--- config.mk ---
export PLATFORM = sky130hd
export DESIGN_NAME = uart_sleep_ctl
export DESIGN_NICKNAME = d
export VERILOG_FILES = /design/src/rtl/sleep_ctl_pkg.sv /design/src/rtl/sleep_datapath.sv /design/src/rtl/sleep_control.sv /design/src/rtl/uart_sleep_ctl.sv
export SDC_FILE = /design/constraint.sdc
export NUM_CORES = 1
export LEC_CHECK = 0
export BUFFER_PORTS_ARGS = -buffer_cell sky130_fd_sc_hd__buf_2
export CAP_MARGIN = 20
export CORE_AREA = 5 5 42 44
export CTS_CLUSTER_DIAMETER = 120
export CTS_CLUSTER_SIZE = 16
export DETAILED_ROUTE_END_ITERATION = 8
export DIE_AREA = 0 0 47 49
export GPL_TIMING_DRIVEN = 0
export SLEW_MARGIN = 20
export SYNTH_ARGS = -nofsm -noshare
export SYNTH_HDL_FRONTEND = slang
export SYNTH_HIERARCHICAL = 1
export SYNTH_SLANG_ARGS = --single-unit
--- constraint.sdc ---
create_clock -name clk -period 3.3 [get_ports clk]
set_clock_uncertainty 0.1 [all_clocks]
set_input_delay 0 -clock clk [delete_from_list [all_inputs] [get_ports clk]]
set_output_delay 0 -clock clk [all_outputs]
set_load 0.05 [all_outputs]
--- src/rtl/sleep_ctl_pkg.sv ---
package sleep_ctl_pkg;
  // Strobes from control to datapath.
  typedef struct packed {
    logic capture;  // store line levels this edge (sleep entry)
    logic armed;    // channel is asleep, compare is live
  } sleepStrobe_t;
endpackage

--- src/rtl/sleep_datapath.sv ---
module sleep_datapath
  import sleep_ctl_pkg::*;
#(
  parameter int MODEM_W = 4,
  parameter int INT_W = 6,
  parameter logic [INT_W-1:0] IGN_MASK = 6'b000011
) (
  input  logic               clk,
  input  logic               rstN,
  input  sleepStrobe_t       strobe,
  input  logic               rxLine,
  input  logic [MODEM_W-1:0] modemIn,
  input  logic               txFifoEmpty,
  input  logic               txShiftEmpty,
  input  logic               rxFifoEmpty,
  input  logic [INT_W-1:0]   intPending,
  input  logic               txWrite,
  output logic               idleNow,
  output logic               changeSeen
);
  localparam logic [INT_W-1:0] BLOCK_MASK = ~IGN_MASK;

  logic               rxSnap;
  logic [MODEM_W-1:0] modemSnap;
  logic [MODEM_W-1:0] modemDiff;

  always_ff @(posedge clk or negedge rstN) begin
    if (!rstN) begin
      rxSnap    <= 1'b1;
      modemSnap <= '0;
    end else if (strobe.capture) begin
      rxSnap    <= rxLine;
      modemSnap <= modemIn;
    end
  end

  for (genvar i = 0; i < MODEM_W; i++) begin : g_modemCmp
    assign modemDiff[i] = modemIn[i] ^ modemSnap[i];
  end

  always_comb begin
    idleNow = rxLine && txFifoEmpty && txShiftEmpty && rxFifoEmpty &&
              ((intPending & BLOCK_MASK) == '0) && !txWrite;
    changeSeen = strobe.armed && ((rxLine != rxSnap) || (|modemDiff));
  end
endmodule

--- src/rtl/sleep_control.sv ---
module sleep_control
  import sleep_ctl_pkg::*;
(
  input  logic         clk,
  input  logic         rstN,
  input  logic         enhEn,
  input  logic         sleepEn,
  input  logic         idleNow,
  input  logic         changeSeen,
  input  logic         txWrite,
  input  logic         divWrite,
  output sleepStrobe_t strobe,
  output logic         asleep,
  output logic         divWrErr
);
  logic allowed;
  logic idleQ;
  logic enterNow;
  logic wakeNow;

  always_comb begin
    allowed  = enhEn && sleepEn;
    enterNow = !asleep && allowed && idleNow && idleQ;
    wakeNow  = asleep && (!allowed || changeSeen || txWrite);
    strobe.capture = enterNow;
    strobe.armed   = asleep;
  end

  always_ff @(posedge clk or negedge rstN) begin
    if (!rstN) begin
      idleQ    <= 1'b0;
      asleep   <= 1'b0;
      divWrErr <= 1'b0;
    end else begin
      idleQ <= !asleep && allowed && idleNow;
      if (enterNow)     asleep <= 1'b1;
      else if (wakeNow) asleep <= 1'b0;
      if (asleep && divWrite) divWrErr <= 1'b1;
    end
  end
endmodule

--- src/rtl/uart_sleep_ctl.sv ---
module uart_sleep_ctl
  import sleep_ctl_pkg::*;
#(
  parameter int MODEM_W = 4,
  parameter int INT_W = 6,
  parameter logic [INT_W-1:0] IGN_MASK = 6'b000011
) (
  input  logic               clk,
  input  logic               rstN,
  input  logic               enhEn,
  input  logic               sleepEn,
  input  logic               rxLine,
  input  logic [MODEM_W-1:0] modemIn,
  input  logic               txFifoEmpty,
  input  logic               txShiftEmpty,
  input  logic               rxFifoEmpty,
  input  logic [INT_W-1:0]   intPending,
  input  logic               txWrite,
  input  logic               divWrite,
  output logic               clkGateEn,
  output logic               asleep,
  output logic               divWrErr
);
  sleepStrobe_t strobe;
  logic idleNow;
  logic changeSeen;

  sleep_datapath #(.MODEM_W(MODEM_W), .INT_W(INT_W), .IGN_MASK(IGN_MASK)) dp_i (
    .clk(clk), .rstN(rstN), .strobe(strobe), .rxLine(rxLine), .modemIn(modemIn),
    .txFifoEmpty(txFifoEmpty), .txShiftEmpty(txShiftEmpty), .rxFifoEmpty(rxFifoEmpty),
    .intPending(intPending), .txWrite(txWrite), .idleNow(idleNow), .changeSeen(changeSeen)
  );

  sleep_control ctl_i (
    .clk(clk), .rstN(rstN), .enhEn(enhEn), .sleepEn(sleepEn), .idleNow(idleNow),
    .changeSeen(changeSeen), .txWrite(txWrite), .divWrite(divWrite),
    .strobe(strobe), .asleep(asleep), .divWrErr(divWrErr)
  );

  assign clkGateEn = !asleep;
endmodule

==> Yosys cells after proc, flatten, opt, wreduce, memory -nomap -nowiden <==
Cells that the tools add are included.
{ "op_classes": {"n_eq_ne": 1, "n_mux": 2, "bitwise_logic": 4, "reduce_logical": 21} }
{ "op_table": {"columns": ["op", "count"], "rows": [
  ["$logic_and 1x1->1", 12],
  ["$logic_not 6->1", 1],
  ["$reduce_or 4->1", 1],
  ["$xor 1x1->1", 4],
  ["$logic_not 1->1", 3],
  ["$logic_or 1x1->1", 3],
  ["$mux 1", 2],
  ["$reduce_bool 2->1", 1],
  ["$ne 1x1->1", 1]
]} }
{ "totals": {"ff_bits": 8, "input_bits": 20} }

==> Longest topological paths before layout <==
{ "depth": {"ltp_word": 9, "mapped_depth": 6} }

==> Modules after synthesis <==
Netlist, hierarchy kept.
{ "modules_own_cells": {"columns": ["module", "area_per_inst_um2", "cells_per_inst", "instances"], "rows": [
  ["sleep_datapath", 267.8, 20, 1],
  ["sleep_control", 145.1, 12, 1],
  ["uart_sleep_ctl", 3.8, 1, 1]
]} }

==> Worst setup path before layout <==
OpenSTA, ideal clock, no wires.
{ "synth_timing": {"path_kind": "input port to flip-flop", "start": "input port intPending[5]", "end": "register dp_i.modemSnap[0]", "n_path_buf": 1, "stages": 6, "required_ns": 3.075, "setup_slack_ns": 1.515, "arrival_time_ns": 1.560, "cell_sequence": "or4b_1 nor4_2 and4b_2 and2_1 buf_4 mux2_2"} }
{ "synth_via": {"elab_chain_len": 5} }
{ "synth_lines": {"columns": ["element", "line", "source"], "rows": [
  ["from (decl)", "uart_sleep_ctl.sv:17", "input logic [INT_W-1:0] intPending,"],
  ["$logic_not 6->1", "sleep_datapath.sv:43", "((intPending & BLOCK_MASK) == '0) && !txWrite;"],
  ["$logic_and 1x1->1", "sleep_datapath.sv:42", "idleNow = rxLine && txFifoEmpty && txShiftEmpty && rxFifoEmpty &&"],
  ["$logic_and 1x1->1", "sleep_datapath.sv:43", null],
  ["net idleNow", "uart_sleep_ctl.sv:25", "logic idleNow;"],
  ["$logic_and 1x1->1 (2 in series)", "sleep_control.sv:23", "enterNow = !asleep && allowed && idleNow && idleQ;"],
  ["net ctl_i.enterNow", "sleep_control.sv:18", "logic enterNow;"],
  ["to (signal assigned)", "sleep_datapath.sv:33", "modemSnap <= modemIn;"],
  ["to (decl)", "sleep_datapath.sv:24", "logic [MODEM_W-1:0] modemSnap;"]
]} }
The timed path passes the listed nets, and every way through them passes these cells.
A chain may end at the register's enable or synchronous reset.

==> Worst setup path after layout <==
{ "layout_timing": {"start": "register dp_i.rxSnap", "end": "register ctl_i.asleep"} }
{ "layout_via": {"elab_chain_len": 7} }
{ "layout_lines": {"columns": ["element", "line", "source"], "rows": [
  ["from (decl)", "sleep_datapath.sv:23", "logic rxSnap;"],
  ["from (signal assigned)", "sleep_datapath.sv:32", "rxSnap <= rxLine;"],
  ["$ne 1x1->1", "sleep_datapath.sv:44", "changeSeen = strobe.armed && ((rxLine != rxSnap) || (|modemDiff));"],
  ["$logic_or 1x1->1", "sleep_datapath.sv:44", null],
  ["$logic_and 1x1->1", "sleep_datapath.sv:44", null],
  ["net changeSeen", "uart_sleep_ctl.sv:26", "logic changeSeen;"],
  ["$logic_or 1x1->1 (2 in series)", "sleep_control.sv:24", "wakeNow = asleep && (!allowed || changeSeen || txWrite);"],
  ["$logic_and 1x1->1", "sleep_control.sv:24", null],
  ["$reduce_bool 2->1 (no line)", null, null],
  ["to (signal assigned)", "sleep_control.sv:32", "asleep <= 1'b0;"],
  ["to (signal assigned)", "sleep_control.sv:36", "if (enterNow) asleep <= 1'b1;"],
  ["to (signal assigned)", "sleep_control.sv:37", "else if (wakeNow) asleep <= 1'b0;"],
  ["to (decl)", "sleep_control.sv:13", "output logic asleep,"]
]} }
The timed path passes the listed nets, and every way through them passes these cells.

==> results.md <==
- Reg area: 201 µm²
- Post-synth cell types: 18
- Worst Path Required: 3390 ps
- Slew @ Worst Pin: 232 ps
- Root Buffer: clkbuf_4
- LEAKAGE: 0.333 nW
- Remaining Overflow, GRT: 0
- Vias/cell: 4.45
- Yosys reg bits: 8
- Gate Count Post-Synth: 33
- Min Tclk post-route: 2260 ps
- Worst VDD drop: 0.000121 V
- Drt total wl: 1.04 mm
- Cts bufs inserted: 3
- Wire length on met1: 430 µm
- Tot Pwr: 0.000207 W
- Hold Vio Cnt, Final: 0
- # resized after CTS: 0
- Hpwl dp: 723 µm
- Pwr dens: 308 nW/µm²
- Initial Util: 0.297
- Num rows: 14
- WP data arrival: 2350 ps
- WS Path Type: flop to flop
- DP Area: 537 µm²
- Met3 wire length: 86 µm
- Die area: 2300 µm²
- Worst slew margin: 0.844
- Seq/Total Area, Yosys: 0.483
- Global placement routability congestion: 0.682
- Vias: 374
- Synthesis-to-layout area growth: 61.6%
- Antenna violations before repair: 0
- Top Ports: 23
- CP peak stage delay: 550 ps
- Worst setup SP type: flop
- Combined area of the multi-input logic cells: 196 µm²
- Period utilisation layout: 0.686
- Routed len/inst: 12.4 µm
- Status: complete, no violations
- Metal2 WL: 503 µm
- Setup TNS: 0 ps
- First-pass GRT wire length: 1.66 mm
- Register-to-register setup slack: 1040 ps
- Max_cap viols: 0
- Cells along the critical path: xnor2_1, nand3_1, o31a_1, or3b_1, a21oi_2, dlygate4sd3_1
- DRC viols: 0
- Synth warnings: 6
- Syn Nets: 53
- Port bufs: 20
- Hold Path Class: input port to asynchronous set/reset pin
- Crit end category: flop
- Max Freq: 442 MHz
- Vias in the first global route: 422
- Initial DRT Pass Iterations: 4
- Die H: 49 µm
- Clk_lat worst skew: 260 ps
- # setup viols final: 0
- ANT cells: 0
- Unrepaired setup endpoints after global routing: no
- Critical path peak fanout: 2
- Initial DRC count: 2
- Max Buffers Root-to-Sink: 2
- Largest net degree at the start of global routing: 9
- Antenna viol nets, final: 0
- Clk slew on worst S/H paths: 60 ps
- Die width: 47 µm
- Worst path slowest cell: dlygate4sd3_1
- CTS tree: done
- Nets: 89
- Post-Syn Area: 417 µm²
- Top routing layer in use: met4
- Ratio of cells with drive above 1 in the final layout: 0.515
- Sink Count: 8
- H-tree levels: 1
- Slew Viols, Final: 0
- Layout fillers: 130
- Tot GR Track Use: 0.101
- Mean Syn Cell Area: 12.6 µm²
- Post-route design area: 673 µm²
- Placeable Area: 1400 µm²
metal layers:
layer  GRT usage  vias up
li1            -      185
met1       0.130      173
met2       0.147       14
met3      0.0369        2
met4      0.0415        0
met5           0        -
critical path: cells and delay by family, from the launching register on:
family	cells	cell delay (ps)
simple gates	2	480
flops	1	530
compound gates	2	430
xor+xnor	1	110
buf+inv	1	550
synth_stat cells (all sizes together):
library cell	instances	area, µm²
and2	1	6.26
mux2	5	56.3
inv	1	3.75
nor4	1	12.5
xnor2	3	26.3
a21o	1	8.76
buf	2	15.0
a21oi	1	8.76
xor2	2	17.5
dfstp	1	26.3
nand3b	1	7.51
and4b	1	11.3
nand3	2	10.0
or4b	1	10.0
or3b	1	8.76
nand2	1	3.75
dfrtp	7	175
o31a	1	8.76
where the power goes:
group,total (W),internal (W),switching (W)
Sequential,0.0000982,0.0000982,0.00000000355
Combinational,0.0000266,0.0000172,0.00000940
Clock,0.0000824,0.0000464,0.0000360
Total,0.000207,0.000162,0.0000454
final timing paths:
kind	depth (start not counted)	to	from
max in group asynchronous	2	dp_i/rxSnap	rstN
min reg2reg	1	ctl_i/divWrErr	ctl_i/divWrErr
min	2	dp_i/modemSnap[0]	rstN
max reg2reg	6	ctl_i/asleep	dp_i/rxSnap
min in group clk	3	ctl_i/idleQ	intPending[2]
max	6	ctl_i/asleep	dp_i/rxSnap
state kept, by name (all words and copies together), names as in the netlist:
register and cells:
ctl_i/idleQ 1, dp_i/modemSnap 4, dp_i/rxSnap 1, ctl_i/divWrErr 1, ctl_i/asleep 1
area by class of cell:
class	count	area share
buffer	2	0.0223
clock buffer	4	0.0390
inverter	1	0.00558
multi-input combinational	22	0.292
sequential	8	0.299
tap	16	0.0297
timing repair buffer	31	0.312
placed cells by master, fill, tap and decap left out:
master         instances
and2_1                 1
clkbuf_1               1
mux2_2                 5
dfstp_2                1
nand3b_1               1
nor4_2                 1
clkbuf_4               3
dlygate4sd3_1         11
buf_2                 20
and4b_2                1
nand3_1                2
a21oi_2                1
xor2_1                 2
inv_1                  1
nand2_1                1
dfrtp_1                7
or3b_1                 1
xnor2_1                3
o31a_1                 1
a21o_2                 1
or4b_1                 1
buf_4                  2
stage by stage:
stage	util	worst slack, ps	hold WS [ps]	cells
after global routing	0.480	936	7.68	84
after detailed placement	0.383	1310	-248	69
after floorplan	-	1520	-396	33
after CTS	0.480	1030	9.31	84
final	0.480	1040	4.04	84
after global placement	0.383	1340	-249	69
kinds of logic (layout without fill, tap and decap cells):
| group | count (synthesis) | in the layout | share of synthesized area |
|---|---|---|---|
| buffers and inverters | 3 | 38 | 0.0450 |
| AOI/OAI and AO/OA | 3 | 3 | 0.0631 |
| DFF | 8 | 8 | 0.483 |
| muxes | 5 | 5 | 0.135 |
| xor gates and xnor gates | 5 | 5 | 0.105 |
| and+or+nand+nor | 9 | 9 | 0.168 |
repair_timing:
item | CTS | global route
endpoints found under the hold margin | 16 | 0
setup buffers | 0 | 0
hold buffers | 11 | 0
(Power assumes the default switching activity.)
